File: src/rtl/dualop_pkg.sv
package dualop_pkg;
  typedef enum logic [2:0] {
    OP_IDLE    = 3'd0,
    OP_READ    = 3'd1,
    OP_PROGRAM = 3'd2,
    OP_ERASE   = 3'd3,
    OP_SUSPEND = 3'd4,
    OP_RESUME  = 3'd5,
    OP_CLEAR   = 3'd6,
    OP_IDLE2   = 3'd7
  } op_e;

  localparam int ST_READY   = 0;
  localparam int ST_ESUSP   = 1;
  localparam int ST_PSUSP   = 2;
  localparam int ST_SEQERR  = 3;
  localparam int ST_PDONE   = 4;
  localparam int ST_EDONE   = 5;
  localparam int ST_W       = 8;
endpackage

File: src/rtl/dualop_slot.sv
module dualop_slot #(
  parameter int CYCLES = 8,
  parameter int BLK_W  = 5
) (
  input  logic             clk,
  input  logic             rst,
  input  logic             start,
  input  logic [BLK_W-1:0] start_block,
  input  logic             suspend,
  input  logic             resume,
  output logic             active,
  output logic             suspended,
  output logic [BLK_W-1:0] block,
  output logic             done
);
  localparam int CNT_W = $clog2(CYCLES + 1);
  localparam logic [CNT_W-1:0] CNT_LOAD = CNT_W'(CYCLES);
  localparam logic [CNT_W-1:0] CNT_ONE  = CNT_W'(1);

  logic [CNT_W-1:0] cnt;
  logic             running;

  assign running = active && !suspended;
  assign done    = running && !suspend && (cnt == CNT_ONE);

  always_ff @(posedge clk) begin
    if (rst) begin
      active    <= 1'b0;
      suspended <= 1'b0;
      cnt       <= '0;
      block     <= '0;
    end else if (start) begin
      active    <= 1'b1;
      suspended <= 1'b0;
      cnt       <= CNT_LOAD;
      block     <= start_block;
    end else if (running) begin
      if (suspend)          suspended <= 1'b1;
      else if (cnt == CNT_ONE) active <= 1'b0;
      else                  cnt       <= cnt - CNT_ONE;
    end else if (active && resume) begin
      suspended <= 1'b0;
    end
  end

  // the remaining count stays within the loaded range while active
  a_r10_cnt_range: assert property (@(posedge clk) disable iff (rst)
    active |-> (cnt >= CNT_ONE && cnt <= CNT_LOAD));
  // a suspended slot keeps its count
  a_r10_hold_when_parked: assert property (@(posedge clk) disable iff (rst)
    (active && suspended && !start) |=> $stable(cnt));
  a_r8_parked_is_active: assert property (@(posedge clk) disable iff (rst)
    suspended |-> active);
endmodule

File: src/rtl/dualop_decide.sv
module dualop_decide
  import dualop_pkg::*;
#(
  parameter int BLK_W    = 5,
  parameter int BLK_IN_W = 3
) (
  input  logic [2:0]       req_op,
  input  logic [BLK_W-1:0] req_block,
  input  logic             p_act,
  input  logic             p_sus,
  input  logic [BLK_W-1:0] p_blk,
  input  logic             e_act,
  input  logic             e_sus,
  input  logic [BLK_W-1:0] e_blk,
  output logic             p_start,
  output logic             e_start,
  output logic             p_suspend,
  output logic             e_suspend,
  output logic             p_resume,
  output logic             e_resume,
  output logic             ok,
  output logic             rd_status,
  output logic             seq_err,
  output logic             clear
);
  localparam int BANK_W = BLK_W - BLK_IN_W;

  logic p_run, e_run, p_bank_hit, e_bank_hit;
  op_e  op;

  assign op    = op_e'(req_op);
  assign p_run = p_act && !p_sus;
  assign e_run = e_act && !e_sus;
  assign p_bank_hit = (req_block[BLK_W-1 -: BANK_W] == p_blk[BLK_W-1 -: BANK_W]);
  assign e_bank_hit = (req_block[BLK_W-1 -: BANK_W] == e_blk[BLK_W-1 -: BANK_W]);

  always_comb begin
    p_start = 1'b0; e_start = 1'b0;
    p_suspend = 1'b0; e_suspend = 1'b0;
    p_resume = 1'b0; e_resume = 1'b0;
    ok = 1'b0; rd_status = 1'b0; seq_err = 1'b0; clear = 1'b0;
    case (op)
      OP_READ: begin
        ok        = 1'b1;
        rd_status = (p_run && p_bank_hit) || (e_run && e_bank_hit);
      end
      OP_PROGRAM: begin
        if (!p_act && (!e_act || (e_sus && req_block != e_blk))) begin
          p_start = 1'b1; ok = 1'b1;
        end else seq_err = 1'b1;
      end
      OP_ERASE: begin
        if (!p_act && !e_act) begin
          e_start = 1'b1; ok = 1'b1;
        end else seq_err = 1'b1;
      end
      OP_SUSPEND: begin
        if (p_run) begin
          p_suspend = 1'b1; ok = 1'b1;
        end else if (e_run && !p_act) begin
          e_suspend = 1'b1; ok = 1'b1;
        end
      end
      OP_RESUME: begin
        if (p_act && p_sus) begin
          p_resume = 1'b1; ok = 1'b1;
        end else if (e_act && e_sus && !p_act) begin
          e_resume = 1'b1; ok = 1'b1;
        end
      end
      OP_CLEAR: begin
        clear = 1'b1; ok = 1'b1;
      end
      default: ;
    endcase
  end
endmodule

File: src/rtl/dualop_bank_arbiter.sv
module dualop_bank_arbiter
  import dualop_pkg::*;
#(
  parameter int NUM_BANKS       = 4,
  parameter int BLOCKS_PER_BANK = 4,
  parameter int PROG_CYCLES     = 6,
  parameter int ERASE_CYCLES    = 20,
  parameter int BANK_W          = $clog2(NUM_BANKS),
  parameter int BLK_IN_W        = $clog2(BLOCKS_PER_BANK)
) (
  input  logic                       clk,
  input  logic                       rst,
  input  logic [2:0]                 req_op,
  input  logic [BANK_W+BLK_IN_W-1:0] req_block,
  output logic                       rsp_valid,
  output logic                       rsp_ok,
  output logic                       rsp_status,
  output logic                       busy_valid,
  output logic [BANK_W-1:0]          busy_bank,
  output logic [ST_W-1:0]            status
);
  localparam int BLK_W = BANK_W + BLK_IN_W;

  logic             p_start, e_start, p_suspend, e_suspend, p_resume, e_resume;
  logic             ok, rd_status, seq_set, clear;
  logic             p_act, p_sus, p_done, e_act, e_sus, e_done;
  logic [BLK_W-1:0] p_blk, e_blk;
  logic             seq_err_q, p_done_q, e_done_q;
  logic             p_run, e_run;

  dualop_decide #(.BLK_W(BLK_W), .BLK_IN_W(BLK_IN_W)) u_decide (
    .req_op(req_op), .req_block(req_block),
    .p_act(p_act), .p_sus(p_sus), .p_blk(p_blk),
    .e_act(e_act), .e_sus(e_sus), .e_blk(e_blk),
    .p_start(p_start), .e_start(e_start),
    .p_suspend(p_suspend), .e_suspend(e_suspend),
    .p_resume(p_resume), .e_resume(e_resume),
    .ok(ok), .rd_status(rd_status), .seq_err(seq_set), .clear(clear)
  );

  dualop_slot #(.CYCLES(PROG_CYCLES), .BLK_W(BLK_W)) u_prog (
    .clk(clk), .rst(rst), .start(p_start), .start_block(req_block),
    .suspend(p_suspend), .resume(p_resume),
    .active(p_act), .suspended(p_sus), .block(p_blk), .done(p_done)
  );

  dualop_slot #(.CYCLES(ERASE_CYCLES), .BLK_W(BLK_W)) u_erase (
    .clk(clk), .rst(rst), .start(e_start), .start_block(req_block),
    .suspend(e_suspend), .resume(e_resume),
    .active(e_act), .suspended(e_sus), .block(e_blk), .done(e_done)
  );

  always_ff @(posedge clk) begin
    if (rst) begin
      rsp_valid  <= 1'b0;
      rsp_ok     <= 1'b0;
      rsp_status <= 1'b0;
      seq_err_q  <= 1'b0;
      p_done_q   <= 1'b0;
      e_done_q   <= 1'b0;
    end else begin
      rsp_valid  <= (req_op != OP_IDLE) && (req_op != OP_IDLE2);
      rsp_ok     <= ok;
      rsp_status <= rd_status;
      seq_err_q  <= (seq_err_q && !clear) || seq_set;
      p_done_q   <= (p_done_q && !clear) || p_done;
      e_done_q   <= (e_done_q && !clear) || e_done;
    end
  end

  assign p_run      = p_act && !p_sus;
  assign e_run      = e_act && !e_sus;
  assign busy_valid = p_run || e_run;
  assign busy_bank  = p_run ? p_blk[BLK_W-1 -: BANK_W]
                    : (e_run ? e_blk[BLK_W-1 -: BANK_W] : '0);

  always_comb begin
    status             = '0;
    status[ST_READY]   = !busy_valid;
    status[ST_ESUSP]   = e_sus;
    status[ST_PSUSP]   = p_sus;
    status[ST_SEQERR]  = seq_err_q;
    status[ST_PDONE]   = p_done_q;
    status[ST_EDONE]   = e_done_q;
  end

  // the two slots never run together
  a_r6_single_running: assert property (@(posedge clk) disable iff (rst)
    !(p_run && e_run));
  // a program coexists with an erase only while the erase is parked
  a_r4_erase_parked: assert property (@(posedge clk) disable iff (rst)
    (p_act && e_act) |-> e_sus);
  // the sequence error only rises after a program or erase request
  a_r5_seq_cause: assert property (@(posedge clk) disable iff (rst)
    $rose(seq_err_q) |-> ($past(req_op) == OP_PROGRAM || $past(req_op) == OP_ERASE));
  // an erase is only released once no program is active
  a_r9_resume_order: assert property (@(posedge clk) disable iff (rst)
    ($fell(e_sus) && e_act) |-> !$past(p_act));
  // a program is parked only by a suspend request
  a_r8_park_cause: assert property (@(posedge clk) disable iff (rst)
    $rose(p_sus) |-> ($past(req_op) == OP_SUSPEND));
  // a response never appears without a preceding request
  a_r13_rsp_cause: assert property (@(posedge clk) disable iff (rst)
    rsp_ok |-> rsp_valid);
endmodule

File: config.mk
export PLATFORM = sky130hd
export DESIGN_NAME = dualop_bank_arbiter
export DESIGN_NICKNAME = d
export VERILOG_FILES = /design/src/rtl/dualop_pkg.sv /design/src/rtl/dualop_slot.sv /design/src/rtl/dualop_decide.sv /design/src/rtl/dualop_bank_arbiter.sv
export SDC_FILE = /design/constraint.sdc
export NUM_CORES = 1
export LEC_CHECK = 0
export ABC_AREA = 1
export BUFFER_PORTS_ARGS = -buffer_cell sky130_fd_sc_hd__buf_2
export CORE_MARGIN = 2
export CORE_UTILIZATION = 61
export DETAILED_ROUTE_END_ITERATION = 8
export GPL_TIMING_DRIVEN = 0
export PLACE_DENSITY = 0.93
export SETUP_SLACK_MARGIN = 0.5
export SLEW_MARGIN = 5
export SYNTH_ARGS = -nofsm -noshare
export SYNTH_HDL_FRONTEND = slang
export SYNTH_HIERARCHICAL = 1
export SYNTH_SLANG_ARGS = --single-unit
export TNS_END_PERCENT = 100
File: constraint.sdc
create_clock -name clk -period 2.37 [get_ports clk]
set_input_delay 0.237 -clock clk [delete_from_list [all_inputs] [get_ports clk]]
set_output_delay 0.237 -clock clk [all_outputs]
set_load 0.005 [all_outputs]
==> out/qor.yml, run 1 <==
outcome:
  run_status: "completed"
cts:
  clock_sink_count: 24
  clock_tree_root_buffer_cell: "sky130_fd_sc_hd__clkbuf_4"
  post-cts-setup-buffers: 0
  insertion_delay_ps: 300
  ctsLongestPathBuffers: 2
  cts_tree: "done"
  clock_tree.htree_level_count: 1
  clk_pin_slew_ps: 120
  numCtsBuffers: 3
layout:
  fin_area_um2: 1670
  final_core_utilization: 0.732
  fin_nets: 267
  layout-area-overhead-vs-synth_pct: 11.2
  layoutNonFillerInstCount: 280
  drive_above_1_share: 0.238
  antenna_cells: 0
global_route:
  globalRoute.totalOverflow: 0
  grt_max_degree: 13
  first_pass_grt_wire_length_mm: 4.82
  grt_pass1_vias: 1214
  groute.usage.overall: 0.228
  antenna_found_initial: 0
floorplan:
  start_util: 0.659
  top_level_ports: 23
  rows: 17
  die_area_um2: 2870
  design.core.area_um2: 2280
  die_width_um: 53.6
  die_height_um: 53.6
route:
  routed_wire_length_per_instance_um: 10.4
  drcViolationCount: 0
  drt_pre_antenna_iters: 5
  1st_iter_drt_viols: 39
  route.detailed.vias_per_inst: 4.96
  routed-via-count: 1389
  antenna_left: 0
  routed_wirelength_mm: 2.90
place:
  place_hpwl_mm: 2.19
  place.gp.congestion: 0.817
  dp_cells: 277
  detailedPlace.worstSlack_ps: 587
  io_buffer_count: 20
  postPlaceCellArea_um2: 1640
sta:
  fin_crit_sh: 0.701
  timing.final.max_slew_violations: 0
  fin_worst_skew_ps: 2.10
  finalWorstPathRequiredPeriod_ps: 1660
  finalHoldViolations: 0
  timing.final.setup_violations: 0
  totalNegativeSetupSlack_ps: 0
  final_worst_setup_slack_ps: 708
  fmax_mhz: 602
  rsz0062_at_grt: "false"
critical_path:
  worstPathCellList: "inv_1 > a21oi_1 > nand3_1 > inv_1 > clkinv_2 > nand2_1 > o21bai_1 > a21oi_1"
  timing.critical_path.buf_inv: 3
  cp_max_fo: 6
  critical_path_start_type: "flip-flop"
  crit_required_ps: 2580
  crit_type: "reg2reg"
  worst-endpoint-arrival_ps: 1870
  timing.critical_path.to_type: "flip-flop"
  cpPeakStageDelay_ps: 500
  timing.critical_path.slowest_stage_cell: "sky130_fd_sc_hd__dfxtp_1"
  cp_top_family: "flip-flops"
power:
  p_leak_nw: 0.811
  ir_worst_vdd_mv: 0.440
  power_per_cell_area_nw_per_um2: 466
worst_hold_path:
  worstHoldPathType: "in2reg"
job:
  max_cap_check_violation_count: 0
yosys:
  post_synth_inst_count: 228
  combined_area_of_all_synthesized_cells_um2: 1500
  postSynthAreaPerCell_um2: 6.57
  yosys_warnings: 6
-- final timing paths --
check / startpoint / to / slack [ps] / cells past startpoint
worst max-delay path: u_erase/suspended / u_prog/cnt[0] / 710 / 8
worst min-delay path: req_block[1] / u_erase/block[1] / 190 / 3
worst max register to register: u_erase/suspended / u_prog/cnt[0] / 710 / 8
worst min register to register: u_erase/cnt[0] / u_erase/cnt[0] / 500 / 2
-- what timing repair did --
action / CTS / global route
hold buffers: 0 / 0
gates resized for setup: 0 / 2
hold endpoints to repair: 0 / 0
setup endpoints to repair: 0 / 3
-- cells in the final DEF (no fill, tap or decap) --
cell type and count:
sky130_fd_sc_hd__nand2_1 44, sky130_fd_sc_hd__inv_1 37, sky130_fd_sc_hd__nor2_1 29, sky130_fd_sc_hd__dfxtp_1 23
sky130_fd_sc_hd__buf_2 20, sky130_fd_sc_hd__nand3_1 18, sky130_fd_sc_hd__a21oi_1 14, sky130_fd_sc_hd__o21ai_0 8
sky130_fd_sc_hd__buf_4 7, sky130_fd_sc_hd__nand2_2 6, sky130_fd_sc_hd__inv_2 6, sky130_fd_sc_hd__nor2_2 4
sky130_fd_sc_hd__nand4_1 4, sky130_fd_sc_hd__ha_1 4, sky130_fd_sc_hd__nor3_1 3, sky130_fd_sc_hd__clkbuf_4 3
sky130_fd_sc_hd__nor3_2 3, sky130_fd_sc_hd__nor2_4 2, sky130_fd_sc_hd__conb_1 2, sky130_fd_sc_hd__xnor2_1 2
sky130_fd_sc_hd__clkinv_2 2, sky130_fd_sc_hd__xor2_1 1, sky130_fd_sc_hd__nand3_2 1, sky130_fd_sc_hd__o21ai_2 1
sky130_fd_sc_hd__or2_2 1, sky130_fd_sc_hd__nor2_8 1, sky130_fd_sc_hd__nand2_4 1, sky130_fd_sc_hd__nor3b_1 1
sky130_fd_sc_hd__o21bai_2 1, sky130_fd_sc_hd__o21bai_1 1, sky130_fd_sc_hd__nand3b_1 1, sky130_fd_sc_hd__dfxtp_2 1
-- through the flow --
step | total power [W] | hold slack [ps]
after floorplan | 0.000565 | 306
after global placement | 0.000603 | 471
after detailed placement | 0.000610 | 483
after CTS | 0.000785 | 182
after global routing | 0.000824 | 215
final | 0.000777 | 188
-- power by group --
group / switching [W] / internal, W / total, W / leakage, nW
logic: 0.0000964 / 0.0000636 / 0.000160 / 0.601
registers: 0.0000192 / 0.000425 / 0.000444 / 0.196
clock network: 0.000114 / 0.0000593 / 0.000174 / 0.0138
-- layout make-up --
class | count | area, µm²
fill | 181 | 609
tap | 28 | 35.0
clock buffer | 3 | 22.5
timing repair buffer | 20 | 100
multi-input combinational | 153 | 803
sequential | 24 | 482
buffer | 7 | 52.6
inverter | 45 | 171
-- flip-flops by register name (all words and copies together), names as in the netlist --
| signal | flops |
|---|---|
| e_done_q | 1 |
| p_done_q | 1 |
| rsp_ok | 1 |
| rsp_status | 1 |
| rsp_valid | 1 |
| seq_err_q | 1 |
| u_erase/active | 1 |
| u_erase/block | 4 |
| u_erase/cnt | 5 |
| u_erase/suspended | 1 |
| u_prog/active | 1 |
| u_prog/block | 2 |
| u_prog/cnt | 3 |
| u_prog/suspended | 1 |
-- worst reg2reg max path: stages, from the launching register on --
cell                       delay (ps)
sky130_fd_sc_hd__dfxtp_1          500
sky130_fd_sc_hd__inv_1            130
sky130_fd_sc_hd__a21oi_1          280
sky130_fd_sc_hd__nand3_1          150
sky130_fd_sc_hd__inv_1            130
sky130_fd_sc_hd__clkinv_2         120
sky130_fd_sc_hd__nand2_1          100
sky130_fd_sc_hd__o21bai_1         110
sky130_fd_sc_hd__a21oi_1           50
-- routing by layer --
layer,part of all wire,vias to the layer above,global-route usage
met2,0.46,39,0.397
met4,0.0059,0,0.0897
li1,-,749,-
met1,0.48,599,0.288
met5,0,-,0
met3,0.050,2,0.0250
Power figures use the tool's default switching activity.
==> run 2: changes to the inputs <==
--- a/config.mk
+++ b/config.mk
@@ -8,10 +8,10 @@
 export ABC_AREA = 1
 export BUFFER_PORTS_ARGS = -buffer_cell sky130_fd_sc_hd__buf_2
 export CORE_MARGIN = 2
-export CORE_UTILIZATION = 61
+export CORE_UTILIZATION = 56
 export DETAILED_ROUTE_END_ITERATION = 8
 export GPL_TIMING_DRIVEN = 0
-export PLACE_DENSITY = 0.93
+export PLACE_DENSITY = 0.87
 export SETUP_SLACK_MARGIN = 0.5
 export SLEW_MARGIN = 5
 export SYNTH_ARGS = -nofsm -noshare
==> constraint.sdc (replaced) <==
create_clock -name clk -period 1.7 [get_ports clk]
set_input_delay 0.17 -clock clk [delete_from_list [all_inputs] [get_ports clk]]
set_output_delay 0.17 -clock clk [all_outputs]
set_load 0.005 [all_outputs]
==> out/qor.yml, run 2 (synthesized netlist as in run 1, its figures left out) <==
outcome:
  run_status: "completed"
critical_path:
  worstPathCellList: "inv_4 > nor2_4 > inv_2 > nand2_2 > inv_2 > buf_2"
  timing.critical_path.to_type: "primary output"
  critical_path_start_type: "flip-flop"
  crit_top_cell: "sky130_fd_sc_hd__inv_2"
  timing.critical_path.slowest_stage_cell: "sky130_fd_sc_hd__dfxtp_4"
  worst-endpoint-arrival_ps: 1220
  cpPeakStageDelay_ps: 440
  crit_type: "reg2out"
  crit_required_ps: 1530
  cp_max_fo: 6
floorplan:
  start_util: 0.600
  top_level_ports: 23
  die_width_um: 55.7
  rows: 18
  die_area_um2: 3110
  die_height_um: 55.7
  design.core.area_um2: 2500
global_route:
  globalRoute.totalOverflow: 0
  first_pass_grt_wire_length_mm: 5.59
  grt_pass1_vias: 1342
  grt_max_degree: 14
  antenna_found_initial: 0
  groute.usage.overall: 0.218
cts:
  postCtsHoldBufs: 0
  cts_tree: "done"
  clk_pin_slew_ps: 130
  clock_sink_count: 24
  clock_tree_root_buffer_cell: "sky130_fd_sc_hd__clkbuf_4"
  numCtsBuffers: 3
  ctsLongestPathBuffers: 2
  insertion_delay_ps: 320
  clock_tree.htree_level_count: 1
sta:
  fin_crit_sh: 0.816
  finalHoldViolations: 0
  finalWorstPathRequiredPeriod_ps: 1390
  fin_worst_skew_ps: 4.42
  timing.final.max_slew_violations: 0
  totalNegativeSetupSlack_ps: 0
  timing.final.setup_violations: 0
  fmax_mhz: 721
  rsz0062_at_grt: "true"
job:
  max_cap_check_violation_count: 0
layout:
  reg.largest.list: "u_erase/cnt x5, u_erase/block x4, u_prog/cnt x3"
  sequential_area_um2: 503
  drive_above_1_share: 0.473
  largest_reg_flops: 5
  multi_input_comb_area_um2: 968
  final_cell_mix: "36 x sky130_fd_sc_hd__nand2_1, 27 x sky130_fd_sc_hd__inv_1, 21 x sky130_fd_sc_hd__nor2_1"
  registers.top_by_ff_count: "u_erase/cnt"
  nFillCells: 159
  layout-area-overhead-vs-synth_pct: 39.0
  fin_nets: 287
  final_core_utilization: 0.833
  antenna_cells: 0
  mostFrequentLayoutCell: "sky130_fd_sc_hd__nand2_1"
route:
  drcViolationCount: 0
  routed-via-count: 1610
  routed_wirelength_mm: 4.16
  antenna_left: 0
  route.detailed.vias_per_inst: 5.31
  routed_wire_length_per_instance_um: 13.7
  drt_pre_antenna_iters: 4
  1st_iter_drt_viols: 72
power:
  ir_worst_vdd_mv: 0.679
  power_per_cell_area_nw_per_um2: 576
  p_leak_nw: 0.956
place:
  io_buffer_count: 20
  place.gp.congestion: 0.823
  place_hpwl_mm: 2.11
worst_hold_path:
  worstHoldPathType: "in2reg"
[run 2: cell count changes in the layout (fill, tap and decap cells not counted), sizes merged]
cell / previous run / this run
buf: 27 / 47
clkbuf: 3 / 4
[run 2: through the flow]
step	std cells	hold WS, ps	cell area [µm²]	total power, W	worst slack [ps]
after detailed placement	279	431	1680	0.000852	258
final	303	110	2080	0.00120	313
after CTS	295	100	1880	0.00114	395
after global placement	279	424	1680	0.000846	279
after floorplan	229	229	1540	0.000791	507
after global routing	303	110	2080	0.00127	243
[run 2: what timing repair did]
item / 4_1_cts / 5_1_grt
pin swaps: 6 / 15
setup buffers: 12 / 8
gates resized for setup: 23 / 45
setup endpoints to repair: 20 / 29
[run 2: report_power, final]
| group | leakage, nW | switching [W] | total [W] | internal, W |
|---|---|---|---|---|
| clock | 0.0150 | 0.000170 | 0.000262 | 0.0000918 |
| sequential | 0.201 | 0.0000300 | 0.000618 | 0.000588 |
| combinational | 0.740 | 0.000183 | 0.000320 | 0.000137 |
[run 2: final timing paths]
check	to	depth (start not counted)	slack, ps	start
hold reg to reg	u_erase/cnt[0]	2	500	u_erase/cnt[0]
setup / recovery	status[0]	6	310	u_erase/active
setup reg to reg	u_prog/cnt[0]	9	330	u_erase/block[2]
hold / removal	u_erase/block[1]	3	110	req_block[1]
[run 2: critical path: cells and delay by family (launching register included)]
kind                   cells  cell delay [ps]
DFF                        1              440
buffers and inverters      4              250
and+or+nand+nor            2              210
[run 2: cell type report]
cell class	count	share of cell area
multi-input cells	153	0.465
clock buffers	4	0.0126
inverters	45	0.0895
flip-flops and latches	24	0.241
well taps	30	0.0180
repair buffers	40	0.145
plain buffers	7	0.0288
[run 2: routing by layer]
metal | share of wire | track usage
met2 | 0.52 | 0.393
met4 | 0.030 | 0.0488
met3 | 0.063 | 0.0233
met5 | 0 | 0
met1 | 0.39 | 0.277
==> run 3: changes to the inputs <==
==> constraint.sdc (replaced) <==
create_clock -name clk -period 1.4 [get_ports clk]
set_input_delay 0.14 -clock clk [delete_from_list [all_inputs] [get_ports clk]]
set_output_delay 0.14 -clock clk [all_outputs]
set_load 0.005 [all_outputs]
==> out/qor.yml, run 3 (synthesized netlist as in run 1, its figures left out) <==
route:
  route.detailed.vias_per_inst: 5.90
  routed-via-count: 1830
  routed_wire_length_per_instance_um: 17.7
  antenna_left: 0
  drt_pre_antenna_iters: 7
  1st_iter_drt_viols: 170
  drcViolationCount: 0
  routed_wirelength_mm: 5.49
power:
  power.clock.fraction: 0.214
  combPwrFrac: 0.300
  internal_power_w: 0.00102
  power.switching_w: 0.000541
  swShare: 0.347
  power_frac_seq: 0.486
  power_per_cell_area_nw_per_um2: 676
  ir_worst_vdd_mv: 0.662
  p_leak_nw: 1.02
cts:
  clock_tree_root_buffer_cell: "sky130_fd_sc_hd__clkbuf_4"
  cts_tree: "done"
  clock_tree.htree_level_count: 1
  insertion_delay_ps: 320
  clk_pin_slew_ps: 140
  ctsLongestPathBuffers: 2
  clock_sink_count: 24
  numCtsBuffers: 3
critical_path:
  r2r_cells: 8
  timing.critical_path.to_type: "flip-flop"
  crit-reg2reg-capture: "u_erase/cnt[2]"
  r2r_start: "u_erase/active"
  cp_max_fo: 7
  crit_required_ps: 1640
  timing.reg2reg.setup_slack_ps: -90
  worst-endpoint-arrival_ps: 1730
  crit_type: "reg2reg"
  critical_path_start_type: "flip-flop"
  crit_start: "u_erase/active"
global_route:
  groute.usage.overall: 0.262
  grt-busiest-layer: "met2"
  met3_usage: 0.0628
  gr-usage-met1: 0.310
  first_pass_grt_wire_length_mm: 6.56
  grt_pass1_vias: 1511
  globalRoute.totalOverflow: 0
  globalRouteMet2Util: 0.451
  antenna_found_initial: 0
  grt_max_degree: 14
floorplan:
  die_area_um2: 3110
  design.core.area_um2: 2500
  die_height_um: 55.7
  start_util: 0.600
  top_level_ports: 23
  rows: 18
  die_width_um: 55.7
place:
  place_hpwl_mm: 2.21
  dp_cells: 279
  place.gp.congestion: 0.836
  io_buffer_count: 20
  postPlaceCellArea_um2: 1790
layout:
  fin_area_um2: 2310
  mostFrequentLayoutCell: "sky130_fd_sc_hd__nand2_1"
  largest_reg_flops: 5
  drive_above_1_share: 0.589
  final_cell_mix: "29 x sky130_fd_sc_hd__nand2_1, 24 x sky130_fd_sc_hd__inv_1, 21 x sky130_fd_sc_hd__buf_4"
  registers.top_by_ff_count: "u_erase/cnt"
  fin_nets: 294
  antenna_cells: 0
  layout-area-overhead-vs-synth_pct: 53.9
  reg.largest.list: "u_erase/cnt x5, u_erase/block x4, u_prog/cnt x3"
  layoutNonFillerInstCount: 310
worst_hold_path:
  hold_path.startpoint: "req_block[0]"
  hold_path_depth: 3
  worstHoldPathType: "in2reg"
  hold-path-endpoint: "u_erase/block[0]"
sta:
  fin_worst_skew_ps: 8.79
  fin_crit_sh: 1.06
  fmax_mhz: 672
  whs_ps: 94.8
  final_worst_setup_slack_ps: -87.9
  rsz0062_at_grt: "true"
  finalWorstPathRequiredPeriod_ps: 1490
  timing.final.setup_violations: 6
  timing.final.max_slew_violations: 0
  finalHoldViolations: 0
outcome:
  violations: "setup timing"
  run_status: "complete, but fails checks"
job:
  max_cap_check_violation_count: 0
[run 3: power groups by stage]
stage	clock network, W	logic, W	registers (W)
floorplan	0	0.000228	0.000766
global placement	0	0.000294	0.000770
detailed placement	0	0.000301	0.000772
CTS	0.000339	0.000355	0.000752
global route	0.000365	0.000490	0.000763
finish	0.000334	0.000468	0.000759
[run 3: timing repair]
item | 4_1_cts | 5_1_grt
setup endpoints to repair | 33 | 35
pin swaps | 10 | 24
hold buffers | 0 | 0
gates resized for setup | 37 | 52
setup buffers | 19 | 8
[run 3: per-layer routing]
layer  share of wire  vias up
li1                -      808
met1            0.37      804
met2            0.47      176
met3            0.11       42
met4           0.049        0
met5               0        -
[run 3: worst max-delay path: stages (launching register included)]
cell and delay, ps:
sky130_fd_sc_hd__dfxtp_4 450, sky130_fd_sc_hd__buf_6 140, sky130_fd_sc_hd__nand2_4 60, sky130_fd_sc_hd__nor3_4 240, sky130_fd_sc_hd__nor2_8 100, sky130_fd_sc_hd__nand4_1 140
sky130_fd_sc_hd__nand3_1 120, sky130_fd_sc_hd__nand2_1 100, sky130_fd_sc_hd__inv_1 50
[run 3: final cells by class]
class	count	area, µm²
repair buffers	47	368
flip-flops and latches	24	512
well taps	30	37.5
fillers	86	193
plain buffers	7	71.3
clock buffers	4	26.3
inverters	45	194
multi-input cells	153	1100
[run 3: worst max path at each step]
| stage | end | cells past startpoint |
|---|---|---|
| after floorplan | u_prog/cnt[0] | 11 |
| after global placement | u_erase/cnt[1] | 11 |
| after detailed placement | u_erase/cnt[1] | 11 |
| after CTS | u_erase/cnt[1] | 8 |
| after global routing | u_erase/cnt[2] | 8 |
| final | u_erase/cnt[2] | 8 |
[run 3: per-stage QoR]
step / total power, W / worst slack (ps) / setup TNS (ps) / util
global route: 0.00162 / -104 / -576 / 0.923
floorplan: 0.000994 / 238 / 0 / -
detailed placement: 0.00107 / 37.3 / 0 / 0.714
CTS: 0.00145 / 84.4 / 0 / 0.824
finish: 0.00156 / -87.9 / -238 / 0.923
global placement: 0.00106 / 51.8 / 0 / 0.714
